## src/rtl/sclk_pkg.sv

```systemverilog
package sclk_pkg;
  localparam int unsigned SEL_W = 2;

  typedef enum logic [SEL_W-1:0] {
    RX_LINE  = 2'd0,
    RX_FILT  = 2'd1,
    RX_INT   = 2'd2,
    RX_RSVD  = 2'd3
  } rx_src_e;

  typedef enum logic [SEL_W-1:0] {
    TX_LINE  = 2'd0,
    TX_INT   = 2'd1,
    TX_RXCLK = 2'd2,
    TX_RSVD  = 2'd3
  } tx_src_e;
endpackage

```

## src/rtl/sclk_main_div.sv

```systemverilog
module sclk_main_div #(
  parameter int unsigned TMC_W = 8
) (
  input  logic             clk_i,
  input  logic             rst_ni,
  input  logic [TMC_W-1:0] tmc_i,
  output logic             tick_o
);
  logic [TMC_W-1:0] cnt_q;
  logic             run_q;

  assign tick_o = run_q && (cnt_q == '0);

  // reload at terminal count; 0 - 1 wraps to full range (0 means 2**TMC_W)
  always_ff @(posedge clk_i or negedge rst_ni) begin
    if (!rst_ni) begin
      cnt_q <= '0;
      run_q <= 1'b0;
    end else begin
      run_q <= 1'b1;
      if (tick_o)     cnt_q <= tmc_i - 1'b1;
      else if (run_q) cnt_q <= cnt_q - 1'b1;
    end
  end

  assert_min_gap_R1: assert property (@(posedge clk_i) disable iff (!rst_ni)
    tick_o |=> (!tick_o || $past(tmc_i) == TMC_W'(1)));
endmodule

```

## src/rtl/sclk_pow2_pre.sv

```systemverilog
module sclk_pow2_pre #(
  parameter int unsigned EXP_W = 3
) (
  input  logic             clk_i,
  input  logic             rst_ni,
  input  logic             in_tick_i,
  input  logic [EXP_W-1:0] exp_i,
  output logic             tick_o
);
  localparam int unsigned CNT_W = (1 << EXP_W) - 1;

  logic [CNT_W-1:0] cnt_q;
  logic [CNT_W-1:0] lim;

  assign lim    = CNT_W'((CNT_W+1)'(1) << exp_i) - 1'b1;
  assign tick_o = in_tick_i && (cnt_q == '0);

  always_ff @(posedge clk_i or negedge rst_ni) begin
    if (!rst_ni)        cnt_q <= '0;
    else if (in_tick_i) cnt_q <= (cnt_q == '0) ? lim : cnt_q - 1'b1;
  end

  assert_pass_through_R2: assert property (@(posedge clk_i) disable iff (!rst_ni)
    ($past(tick_o) && $past(exp_i) == '0 && in_tick_i) |-> tick_o);
endmodule

```

## src/rtl/sclk_line_in.sv

```systemverilog
module sclk_line_in #(
  parameter int unsigned FILT_LEN = 3
) (
  input  logic clk_i,
  input  logic rst_ni,
  input  logic line_i,
  output logic rise_o,
  output logic filt_rise_o
);
  localparam int unsigned FC_W = $clog2(FILT_LEN);

  logic            s1_q, s2_q, s2_prev_q;
  logic            filt_q, filt_prev_q;
  logic [FC_W-1:0] fcnt_q;

  always_ff @(posedge clk_i or negedge rst_ni) begin
    if (!rst_ni) begin
      s1_q        <= 1'b0;
      s2_q        <= 1'b0;
      s2_prev_q   <= 1'b0;
      filt_q      <= 1'b0;
      filt_prev_q <= 1'b0;
      fcnt_q      <= '0;
    end else begin
      s1_q        <= line_i;
      s2_q        <= s1_q;
      s2_prev_q   <= s2_q;
      filt_prev_q <= filt_q;
      if (s2_q == filt_q) begin
        fcnt_q <= '0;
      end else if (fcnt_q == FC_W'(FILT_LEN-1)) begin
        filt_q <= s2_q;
        fcnt_q <= '0;
      end else begin
        fcnt_q <= fcnt_q + 1'b1;
      end
    end
  end

  assign rise_o      = s2_q & ~s2_prev_q;
  assign filt_rise_o = filt_q & ~filt_prev_q;

  assert_filt_hold_R5: assert property (@(posedge clk_i) disable iff (!rst_ni)
    (filt_q != $past(filt_q)) |-> ($past(fcnt_q) == FC_W'(FILT_LEN-1) && $past(s2_q) == filt_q));

  assert_rise_single_R10: assert property (@(posedge clk_i) disable iff (!rst_ni)
    rise_o |=> !rise_o);
endmodule

```

## src/rtl/sclk_gen.sv

```systemverilog
module sclk_gen
  import sclk_pkg::*;
#(
  parameter int unsigned NP       = 2,
  parameter int unsigned TMC_W    = 8,
  parameter int unsigned EXP_W    = 3,
  parameter int unsigned FILT_LEN = 3
) (
  input  logic                clk_i,
  input  logic                rst_ni,
  input  logic [TMC_W-1:0]    tmc_i,
  input  logic [EXP_W-1:0]    tx_exp_i,
  input  logic [EXP_W-1:0]    rx_exp_i,
  input  logic [NP*SEL_W-1:0] rx_sel_i,
  input  logic [NP*SEL_W-1:0] tx_sel_i,
  input  logic [NP-1:0]       drv_en_i,
  input  logic [NP-1:0]       line_clk_i,
  output logic [NP-1:0]       line_clk_o,
  output logic [NP-1:0]       line_oe_o,
  output logic [NP-1:0]       rx_en_o,
  output logic [NP-1:0]       tx_en_o
);
  logic main_tick, int_tx_tick, int_rx_tick;
  logic drv_clk_q;

  sclk_main_div #(.TMC_W(TMC_W)) u_main (
    .clk_i(clk_i), .rst_ni(rst_ni), .tmc_i(tmc_i), .tick_o(main_tick)
  );

  sclk_pow2_pre #(.EXP_W(EXP_W)) u_tx_pre (
    .clk_i(clk_i), .rst_ni(rst_ni), .in_tick_i(main_tick),
    .exp_i(tx_exp_i), .tick_o(int_tx_tick)
  );

  sclk_pow2_pre #(.EXP_W(EXP_W)) u_rx_pre (
    .clk_i(clk_i), .rst_ni(rst_ni), .in_tick_i(main_tick),
    .exp_i(rx_exp_i), .tick_o(int_rx_tick)
  );

  always_ff @(posedge clk_i or negedge rst_ni) begin
    if (!rst_ni)          drv_clk_q <= 1'b0;
    else if (int_tx_tick) drv_clk_q <= ~drv_clk_q;
  end

  assert_drv_toggle_R7: assert property (@(posedge clk_i) disable iff (!rst_ni)
    (drv_clk_q != $past(drv_clk_q)) |-> $past(int_tx_tick));

  for (genvar p = 0; p < NP; p++) begin : g_port
    logic    line_rise, line_filt_rise;
    rx_src_e rx_sel;
    tx_src_e tx_sel;

    sclk_line_in #(.FILT_LEN(FILT_LEN)) u_line (
      .clk_i(clk_i), .rst_ni(rst_ni), .line_i(line_clk_i[p]),
      .rise_o(line_rise), .filt_rise_o(line_filt_rise)
    );

    assign rx_sel = rx_src_e'(rx_sel_i[p*SEL_W +: SEL_W]);
    assign tx_sel = tx_src_e'(tx_sel_i[p*SEL_W +: SEL_W]);

    always_comb begin
      unique case (rx_sel)
        RX_FILT: rx_en_o[p] = line_filt_rise;
        RX_INT:  rx_en_o[p] = int_rx_tick;
        default: rx_en_o[p] = line_rise;
      endcase
    end

    always_comb begin
      unique case (tx_sel)
        TX_INT:   tx_en_o[p] = int_tx_tick;
        TX_RXCLK: tx_en_o[p] = rx_en_o[p];
        default:  tx_en_o[p] = line_rise;
      endcase
    end

    assign line_oe_o[p]  = drv_en_i[p];
    assign line_clk_o[p] = drv_en_i[p] & drv_clk_q;

    assert_tx_follows_rx_R6: assert property (@(posedge clk_i) disable iff (!rst_ni)
      (tx_sel == TX_RXCLK && rx_sel == RX_INT) |-> (tx_en_o[p] == int_rx_tick));
  end
endmodule

```

## config.mk

```make
export PLATFORM = sky130hd
export DESIGN_NAME = sclk_gen
export DESIGN_NICKNAME = d
export VERILOG_FILES = /design/src/rtl/sclk_pkg.sv /design/src/rtl/sclk_main_div.sv /design/src/rtl/sclk_pow2_pre.sv /design/src/rtl/sclk_line_in.sv /design/src/rtl/sclk_gen.sv
export SDC_FILE = /design/constraint.sdc
export NUM_CORES = 1
export LEC_CHECK = 0
export ABC_CLOCK_PERIOD_IN_PS = 4900
export BUFFER_PORTS_ARGS = -buffer_cell sky130_fd_sc_hd__buf_2
export CORE_MARGIN = 2
export CORE_UTILIZATION = 61
export CTS_CLUSTER_DIAMETER = 80
export DETAILED_ROUTE_END_ITERATION = 8
export MAX_ROUTING_LAYER = met4
export PLACE_DENSITY = 0.88
export SYNTH_ARGS = -nofsm -noshare
export SYNTH_HDL_FRONTEND = slang
export SYNTH_SLANG_ARGS = --single-unit
```

## constraint.sdc

```tcl
create_clock -name clk_i -period 4.9 [get_ports clk_i]
set_input_delay 0.245 -clock clk_i [delete_from_list [all_inputs] [get_ports clk_i]]
set_output_delay 0.245 -clock clk_i [all_outputs]
set_load 0.01 [all_outputs]
```

# After elaboration in Yosys (flattened, before gate mapping)
# Cells that the tools add are included.
[totals] register_bits=38 in_bits=28 out_inout_bits=8 wordCells=73
[op_classes] add_sub_neg=8 eq_ne=12 shift=2 mux=12 bitwise_logic=13 reduce_logical=9
[ops] cell="$sub A7 B1 Y7 const B" count=4
[ops] cell="$mux W8" count=2
[ops] cell="$sub A8 B1 Y8 const B" count=2
[ops] cell="$logic_not A7 Y1" count=2
[ops] cell="$mux W7" count=2
[ops] cell="$shl A1 B3 Y7 const A" count=2
[ops] cell="$eq A2 B2 Y1 const B" count=6
[ops] cell="$eq A2 B1 Y1 const B" count=4
[ops] cell="$logic_not A8 Y1" count=1
[ops] cell="$mux W2" count=4
[ops] cell="$pmux W1 S2" count=4
[ops] cell="$not A1 Y1" count=7
[ops] cell="$and A1 B1 Y1" count=6
[ops] cell="$add A2 B1 Y2 const B" count=2
[ops] cell="$reduce_and A2 Y1" count=2
[ops] cell="$logic_and A1 B1 Y1" count=3
[ops] cell="$eq A1 B1 Y1" count=2
[ops] cell="$reduce_bool A2 Y1" count=1

# Depth between registers and ports, before layout
# Gate-level depths: netlist (run 1).
[depth] depth_word=5 depth_mapped=10 ltp_nobuf=9

# Cells and area by module
# From an unflattened synthesis (run 1), not the netlist that was laid out.
[unflattened] cells_unflattened=229 area_unflattened_um2=2293.4
[by_module_without_submodules] module="sclk_pow2_pre" instances=2 cells_each=48 area_each_um2=445.4 seq_area_each_um2=175.2
[by_module_without_submodules] module="sclk_main_div" instances=1 cells_each=69 area_each_um2=625.6 seq_area_each_um2=225.2
[by_module_without_submodules] module="sclk_line_in" instances=2 cells_each=14 area_each_um2=242.7 seq_area_each_um2=175.2
[by_module_without_submodules] module="sclk_gen" instances=1 cells_each=36 area_each_um2=291.5 seq_area_each_um2=25.0

# Least setup slack after synthesis (run 1)
# Ideal clock, no wire load.
[synth_path] kind="flip-flop to flip-flop" start="reg u_main.cnt_q[6]" end="reg u_main.cnt_q[6]" setup_time_ns=0.069 arrival_time_ns=2.125 required_time_ns=4.831 path_slack_ns=2.706 path_stages_with_launch=11 n_path_buf=2 synth_period_minus_slack_ns=2.194 cell_sequence="dfrtp_1 -> nor4b_4 -> and3_4 -> buf_8 -> buf_2 -> a21oi_1 -> ha_1 -> nand2_1 -> a211o_1 -> or3_1 -> nand3_1"
[synth_via] elab_chain_len=3 word_cells_on_any_way=6 cone_classes="add/sub (1); mux (2); reduce/logical (3)"
[synth_lines] item="from (decl)" line="sclk_main_div.sv:9" source="logic [TMC_W-1:0] cnt_q;"
[synth_lines] item="from (signal assigned)" line="sclk_main_div.sv:21" source="if (tick_o) cnt_q <= tmc_i - 1'b1;"
[synth_lines] item="from (signal assigned)" line="sclk_main_div.sv:22" source="else if (run_q) cnt_q <= cnt_q - 1'b1;"
[synth_lines] item="$sub A8 B1 Y8 or $logic_not A8 Y1 (tied branches)" line="sclk_main_div.sv:22, sclk_main_div.sv:12"
[synth_lines] item="$mux W8 or $logic_and A1 B1 Y1 (tied branches)" line="sclk_main_div.sv:22, sclk_main_div.sv:12"
[synth_lines] item="$mux W8 or $reduce_bool A2 Y1 (tied branches)"
# Parallel ways exist; a longest one is shown, timed or not. The select of a mux whose other input is x is not followed.
# A chain may end at the register's enable or synchronous reset.

# Worst setup path in the final report (run 1)
[layout_path] start="reg u_main.run_q" end="out tx_en_o[1]"
[layout_via] elab_chain_len=4 word_cells_on_any_way=5 cone_classes="mux (2); reduce/logical (3)"
[layout_lines] item="from (decl)" line="sclk_main_div.sv:10" source="logic run_q;"
[layout_lines] item="from (signal assigned)" line="sclk_main_div.sv:18" source="run_q <= 1'b0;"
[layout_lines] item="from (signal assigned)" line="sclk_main_div.sv:20" source="run_q <= 1'b1;"
[layout_lines] item="$logic_and A1 B1 Y1 *" line="sclk_main_div.sv:12" source="assign tick_o = run_q && (cnt_q == '0);"
[layout_lines] item="$logic_and A1 B1 Y1" line="sclk_pow2_pre.sv:16" source="assign tick_o = in_tick_i && (cnt_q == '0);"
[layout_lines] item="$pmux W1 S2" line="sclk_gen.sv:62" source="unique case (rx_sel)"
[layout_lines] item="$pmux W1 S2 *" line="sclk_gen.sv:70" source="unique case (tx_sel)"
[layout_lines] item="to (decl)" line="sclk_gen.sv:21" source="output logic [NP-1:0] tx_en_o"
# Mark *: on every way between the ends. The rest lies on a longest branch, timed or not.

==> results of run 1 <==
registers in the layout, summed over array words and instances (netlist names):
| name | cells |
|---|---|
| g_port.u_line.filt_q | 2 |
| g_port.u_line.s2_q | 2 |
| g_port.u_line.s1_q | 2 |
| g_port.u_line.filt_prev_q | 2 |
| drv_clk_q | 1 |
| u_tx_pre.cnt_q | 7 |
| u_main.cnt_q | 8 |
| u_main.run_q | 1 |
| g_port.u_line.s2_prev_q | 2 |
| u_rx_pre.cnt_q | 7 |
| g_port.u_line.fcnt_q | 4 |
routing by layer:
metal  vias to the layer above  track usage  share of wire
met5                         -            -              0
met4                         0        0.110          0.023
met3                        14       0.0596          0.055
met2                        81        0.431           0.51
met1                       976        0.314           0.41
li1                        969            -              -
cell families after synthesis:
logic type / synth area share
fa+ha+maj: 0.0584
flops: 0.403
mux: 0.0409
xor+xnor: 0.0186
other cells: 0.00159
buf+inv: 0.0403
simple gates: 0.264
compound gates: 0.173
power by group through the flow:
| stage | Clock [mW] | Sequential [mW] | Combinational [mW] |
|---|---|---|---|
| after floorplan | 0 | 0.488 | 0.256 |
| after global placement | 0 | 0.508 | 0.308 |
| after detailed placement | 0 | 0.514 | 0.327 |
| after CTS | 0.276 | 0.514 | 0.331 |
| after global routing | 0.288 | 0.530 | 0.368 |
| final | 0.271 | 0.517 | 0.329 |
synth_stat cells, types with 4 or more instances:
library cell  number  share of area
dfrtp_1           38           0.40
nand2_1           24          0.038
nor2_1            17          0.027
a21oi_1           14          0.030
inv_1             12          0.019
nor3_1            12          0.025
ha_1              11          0.058
o21ai_1            8          0.017
a31oi_1            7          0.019
nand3_1            6          0.013
nor2b_1            6          0.016
or3_1              5          0.013
a22o_1             4          0.015
clkbuf_1           4         0.0064
mux2_2             4          0.019
mux2i_1            4          0.017
worst paths after layout:
path / slack (ns) / end / start / cells past startpoint
worst max-delay path: 2.36 / tx_en_o[1] / u_main.run_q$_DFF_PN0_ / 6
worst min-delay path: 0.05 / u_main.cnt_q[5]$_DFFE_PN0P_ / rst_ni / 1
worst max register to register: 2.47 / u_tx_pre.cnt_q[6]$_DFFE_PN0N_ / u_tx_pre.cnt_q[2]$_DFFE_PN0N_ / 9
worst min register to register: 0.36 / g_port[1].u_line.s2_q$_DFF_PN0_ / g_port[1].u_line.s1_q$_DFF_PN0_ / 0
max in group asynchronous: 4.32 / u_main.cnt_q[0]$_DFFE_PN0P_ / rst_ni / 1
min in group clk_i: 0.05 / g_port[1].u_line.s1_q$_DFF_PN0_ / line_clk_i[1] / 1
area by class of cell:
type,count,area [um^2],area share
Multi-Input combinational cell,188,1310,0.494
Sequential cell,38,951,0.358
Timing Repair Buffer,35,175,0.0660
Clock buffer,6,82.6,0.0311
Tap cell,48,60.1,0.0226
Inverter,12,45.0,0.0170
Clock inverter,1,30.0,0.0113
cells in the final DEF (no fill, tap or decap), types with 2 or more instances in the layout:
master	n
a211o_1	3
a21o_1	2
a21oi_1	14
a22o_1	4
a311oi_1	2
a31oi_1	7
and2_1	3
and3b_1	2
buf_2	35
clkbuf_8	6
dfrtp_1	38
ha_1	11
inv_1	12
mux2_2	4
mux2i_1	4
nand2_1	24
nand2b_1	3
nand3_1	6
nand3b_1	3
nor2_1	17
nor2b_1	6
nor3_1	12
nor3b_1	2
nor4_2	2
nor4b_1	2
o211ai_1	2
o21a_1	2
o21ai_0	3
o21ai_1	8
o22a_1	2
o22ai_1	2
or3_1	5
or4b_1	2
xnor2_1	2
xor2_1	3
==> metrics, run 1 <==
Slowest Stage Delay on Critical Path=0.56 ns; CTS tree=yes; # diodes=0; Top delay family on crit path=simple AND/OR/NAND/NOR gates; sw power=0.395 mW; Crit. End Element=primary output; power share of the clock group=0.243; io pins=36; H-tree level count=2; Startpoint Class=flip-flop; worst-margin pin slew=0.835 ns; share of cells above drive strength 1=0.204; CP max FO=21; Final WS setup=2.36 ns; crit path DAT=2.30 ns; RSZ-0062 raised after global routing=false; initial antenna violation count=0; die area=4380 um^2; Synth Area per Inst=9.58 um^2; Synth Flop Type=dfrtp_1; drt total wl=5130 um; final core occ=0.720; CTS resizes=0; FFs w/ async S/R, synth=1.00; Hold WS=around 0.050 ns; sequential share of the synthesized area=0.403; clk buf depth=2; min Tclk post-route=between 2 and 3 ns; Remaining DRCs=0; Post-synth EDFFs=0; Total Routing Usage GR=0.264; # clock sinks=38; area delta synth->final=12.6%; Routability Congestion=0.911; Mapped Cells=246; Distinct cells, synth=just over 60; Peak supply drop=0.000323 V; Antenna Nets Post-Route=0; critical path cell sequence=nor4b_4 > and3_4 > a31oi_1 > a21o_1 > a21oi_1 > buf_2; sequential share of power=0.462; Die Span Y=66.2 um; largest net degree at the start of global routing=39; number of global-route vias before repair=1900; Area after DPL=between 2000 and 3000 um^2; Tot Pwr=1.12 mW; WP data required=roughly 4.7 ns; Mapped Nets=285; 1st-pass router iterations=4; fillers=295; drt wl/cell=15.6 um; Worst Path Buf+Inv=1; Lkg Pwr=about 1.2 nW; Layout Cells excl Fill=328; Starting Density=0.639; Core Box Area=3690 um^2; Final Net Count=between 300 and 400; combinational power share=0.295; final hold violation count=0; grt ovf=0; port bufs=35; later-pin clock latency in the skew report=0.30 ns; Reg clk slew, reported paths=0.07 ns; pre-CTS WS=2.52 ns; Pwr per Cell Area=421 nW/um^2; Worst Clk Skew=0.00785 ns; detail-routed via count per cell=6.22; Highest Clock Rate=~390 MHz; Pint=0.722 mW; outcome=finished clean; HPWL Detailed=3650 um; CP Class=reg2out; Hold Path Class=in2async; Seq cells post-synth=38; setup TNS=0 ns; post-route cell area=2660 um^2; first-pass GRT wire length=between 8000 and 9000 um; synth warn=0; critical path's slowest cell=dfrtp_1; Die W=roughly 66 um; Cell Area, Synth=about 2400 um^2; Placed Cells incl. Taps=321; Num CTS Buffers=5; sw frac=0.353; max_cap viols=0; Rows=22; First DRT Iteration DRCs=approximately 210; clock root buffer=clkbuf_8; final setup vio count=0; max_slew headroom=0.443; Slew Limit Fails=0; Tcrit/Tclk final=0.519; cts-stage hold buffer count=0; setup repair bufs after CTS=0; DR vias=2040
Note: power is estimated with default switching activity, not from simulation.
==> run 2: changes to the inputs <==
--- a/config.mk
+++ b/config.mk
@@ -5,14 +5,14 @@
 export SDC_FILE = /design/constraint.sdc
 export NUM_CORES = 1
 export LEC_CHECK = 0
-export ABC_CLOCK_PERIOD_IN_PS = 4900
+export ABC_CLOCK_PERIOD_IN_PS = 2050
 export BUFFER_PORTS_ARGS = -buffer_cell sky130_fd_sc_hd__buf_2
 export CORE_MARGIN = 2
-export CORE_UTILIZATION = 61
+export CORE_UTILIZATION = 51
 export CTS_CLUSTER_DIAMETER = 80
 export DETAILED_ROUTE_END_ITERATION = 8
 export MAX_ROUTING_LAYER = met4
-export PLACE_DENSITY = 0.88
+export PLACE_DENSITY = 0.79
 export SYNTH_ARGS = -nofsm -noshare
 export SYNTH_HDL_FRONTEND = slang
 export SYNTH_SLANG_ARGS = --single-unit
==> constraint.sdc (replaced) <==
create_clock -name clk_i -period 2.05 [get_ports clk_i]
set_input_delay 0.1025 -clock clk_i [delete_from_list [all_inputs] [get_ports clk_i]]
set_output_delay 0.1025 -clock clk_i [all_outputs]
set_load 0.01 [all_outputs]
==> run 2 against run 1 <==
Against the previous run:
- the run now ends with setup timing left
- highest routed layer unchanged
- setup slack got worse by 2.5 ns
- core utilization fell by 0.58 points
- sequential cell count did not move
- global-route usage fell by 4.0 points
- die area rose by 18%
- critical endpoint is now u_tx_pre.cnt_q[6]$_DFFE_PN0N_
- cell area rose by 19%
- clock power rose to 2.8 times the previous value
- worst hold slack improved by 0.042 ns
- cell count rose by 15%
- critical path depth rose by 3
- combinational power rose to 3.8 times the previous value
==> metrics, run 2 (synthesized netlist as in run 1, its figures left out) <==
outcome=finished with violations (was finished clean); failing checks=setup timing; Lkg Pwr=1.43 nW (was 1.19 nW); Die W=72.0 um (was 66.2 um); drt total wl=5530 um (was 5130 um); HP Start=tmc_i[6]; Total Routing Usage GR=0.224 (was 0.264); first-pass GRT wire length=8930 um (was 8420 um); max_slew headroom=0.673 (was 0.443); reg2reg path depth=9 (unchanged); Biggest register=u_main.cnt_q (unchanged); crit path DAT=2.37 ns (was 2.30 ns); final hold violation count=0 (unchanged); Final WS setup=-0.130 ns (was 2.36 ns); worst reg2reg path endpoint=u_tx_pre.cnt_q[6]$_DFFE_PN0N_ (unchanged); largest registers=u_main.cnt_q (8), u_rx_pre.cnt_q (7), u_tx_pre.cnt_q (7) (unchanged); First DRT Iteration DRCs=124 (was 207); Antenna Nets Post-Route=0 (unchanged); worst setup path startpoint=u_tx_pre.cnt_q[0]$_DFFE_PN0N_ (was u_main.run_q$_DFF_PN0_); RSZ-0062 raised after global routing=true (was false); Remaining DRCs=0 (unchanged); clk buf depth=2 (unchanged); Crit. End Element=flip-flop (was primary output); later-pin clock latency in the skew report=0.29 ns (was 0.30 ns); Hold Path Cell Cnt=3; most common cell after layout, fill and taps aside=dfrtp_1 (unchanged); Worst Clk Skew=0.00690 ns (was 0.00785 ns); grt ovf=0 (unchanged); die area=5180 um^2 (was 4380 um^2); Highest Clock Rate=459 MHz; post-route cell area=3150 um^2 (was 2660 um^2); Hold Path Class=in2reg (was in2async); HPWL Detailed=3710 um (was 3650 um); io pins=36 (unchanged); H-tree level count=2 (unchanged); Starting Density=0.534 (was 0.639); largest net degree at the start of global routing=39 (unchanged); Rows=24 (was 22); # clock sinks=38 (unchanged); Num CTS Buffers=5 (unchanged); CTS tree=yes (unchanged); Worst Hold Endpoint=u_main.cnt_q[6]$_DFFE_PN0P_; share of cells above drive strength 1=0.361 (was 0.204); port bufs=35 (unchanged); initial antenna violation count=0 (unchanged); DR vias=2174 (was 2040); clock root buffer=clkbuf_8 (unchanged); commonest cells after routing, fill and taps aside=dfrtp_1 (36), buf_2 (35), buf_4 (35) (was dfrtp_1 (38), buf_2 (35), nand2_1 (24)); Reg clk slew, reported paths=0.08 ns (was 0.07 ns); max_cap viols=0 (unchanged); Slew Limit Fails=0 (unchanged); Core Box Area=4410 um^2 (was 3690 um^2); Area after DPL=2810 um^2 (was 2540 um^2); area delta synth->final=33.7% (was 12.6%); CP Class=reg2reg (was reg2out); Die Span Y=72.0 um (was 66.2 um); flop-to-flop setup slack=-0.13 ns (was 2.47 ns); detail-routed via count per cell=5.78 (was 6.22); met1 Use GR=0.282 (was 0.314); min Tclk post-route=2.18 ns; Routability Congestion=0.877 (was 0.911); GRT busiest layer=met2 (unchanged); Critical R2R Launch=u_tx_pre.cnt_q[0]$_DFFE_PN0N_ (was u_tx_pre.cnt_q[2]$_DFFE_PN0N_); WP data required=2.24 ns (was 4.66 ns); Pwr per Cell Area=1010 nW/um^2 (was 421 nW/um^2); CP max FO=3 (was 21); M2 GR Usage=0.360 (was 0.431); GR Util met3=0.0569 (was 0.0596); 1st-pass router iterations=4 (unchanged); Startpoint Class=flip-flop (unchanged); drt wl/cell=14.7 um (was 15.6 um); Peak supply drop=0.000728 V (was 0.000323 V); # diodes=0 (unchanged); Tot Pwr=3.17 mW (was 1.12 mW); Final Net Count=362 (was 319); final setup vio count=5 (was 0); Tcrit/Tclk final=1.06; number of global-route vias before repair=2024 (was 1900); worst-margin pin slew=0.483 ns (was 0.835 ns); number of flip-flops in the largest register=8 (unchanged)
run 2: cell types whose count changed in the layout (fill, tap and decap cells not counted), moves of 3 or more:
cell / change
a21oi_1: -4
buf_4: +35
buf_6: +4
dlygate4sd3_1: +3
ha_1: -3
run 2: area by class of cell:
type | instances | area, um^2
clock buffer | 5 | 68.8
sequential | 38 | 953
clock inverter | 3 | 68.8
timing repair buffer | 78 | 528
inverter | 12 | 45.0
fill | 318 | 1260
multi-input combinational | 188 | 1420
tap | 52 | 65.1
run 2: routing by layer:
layer | wire [um] | vias to the layer above
met5 | 0 | -
met4 | 53 | 0
met3 | 264 | 5
met2 | 2810 | 68
met1 | 2390 | 1038
li1 | - | 1063
run 2: critical path: stages, from the launching register on:
cell	delay, ns
dfrtp_1	0.38
or3_4	0.40
nor4_4	0.36
a31oi_1	0.15
ha_2	0.24
nand2b_4	0.09
a311oi_2	0.06
o21ai_1	0.10
o21ai_1	0.08
a22o_1	0.21
run 2: power by group:
group	internal [mW]	total, mW	leakage, nW	switching (mW)
Sequential	0.969	1.15	0.460	0.176
Clock	0.487	0.765	0.0683	0.277
Combinational	0.659	1.26	0.904	0.604
Total	2.12	3.17	1.43	1.06
run 2: what timing repair did:
action                                  4_1_cts  5_1_grt
endpoints found under the setup margin        4       11
gates resized for setup                       8       11
setup buffers                                 7        4
hold buffers                                  3        0
pin swaps                                     9        6
hold endpoints to repair                     40        0
run 2: worst max-delay path by stage:
stage	to	slack, ns
floorplan	u_tx_pre.cnt_q[6]$_DFFE_PN0N_	-0.05
global placement	u_tx_pre.cnt_q[6]$_DFFE_PN0N_	0.0005
detailed placement	u_tx_pre.cnt_q[6]$_DFFE_PN0N_	-0.09
CTS	tx_en_o[0]	-0.07
global route	u_tx_pre.cnt_q[6]$_DFFE_PN0N_	-0.20
finish	u_tx_pre.cnt_q[6]$_DFFE_PN0N_	-0.13
run 2: metrics by stage:
step,utilization,hold WS (ns),setup TNS [ns],cells,setup WS [ns]
after global placement,0.636,0.175,0,354,0.000550
final,0.714,0.0920,-0.261,376,-0.130
after detailed placement,0.636,0.181,-0.157,354,-0.0880
after CTS,0.694,0.0895,-0.167,372,-0.0662
after floorplan,-,-0.193,-0.0539,246,-0.0478
after global routing,0.714,0.0910,-0.816,376,-0.199
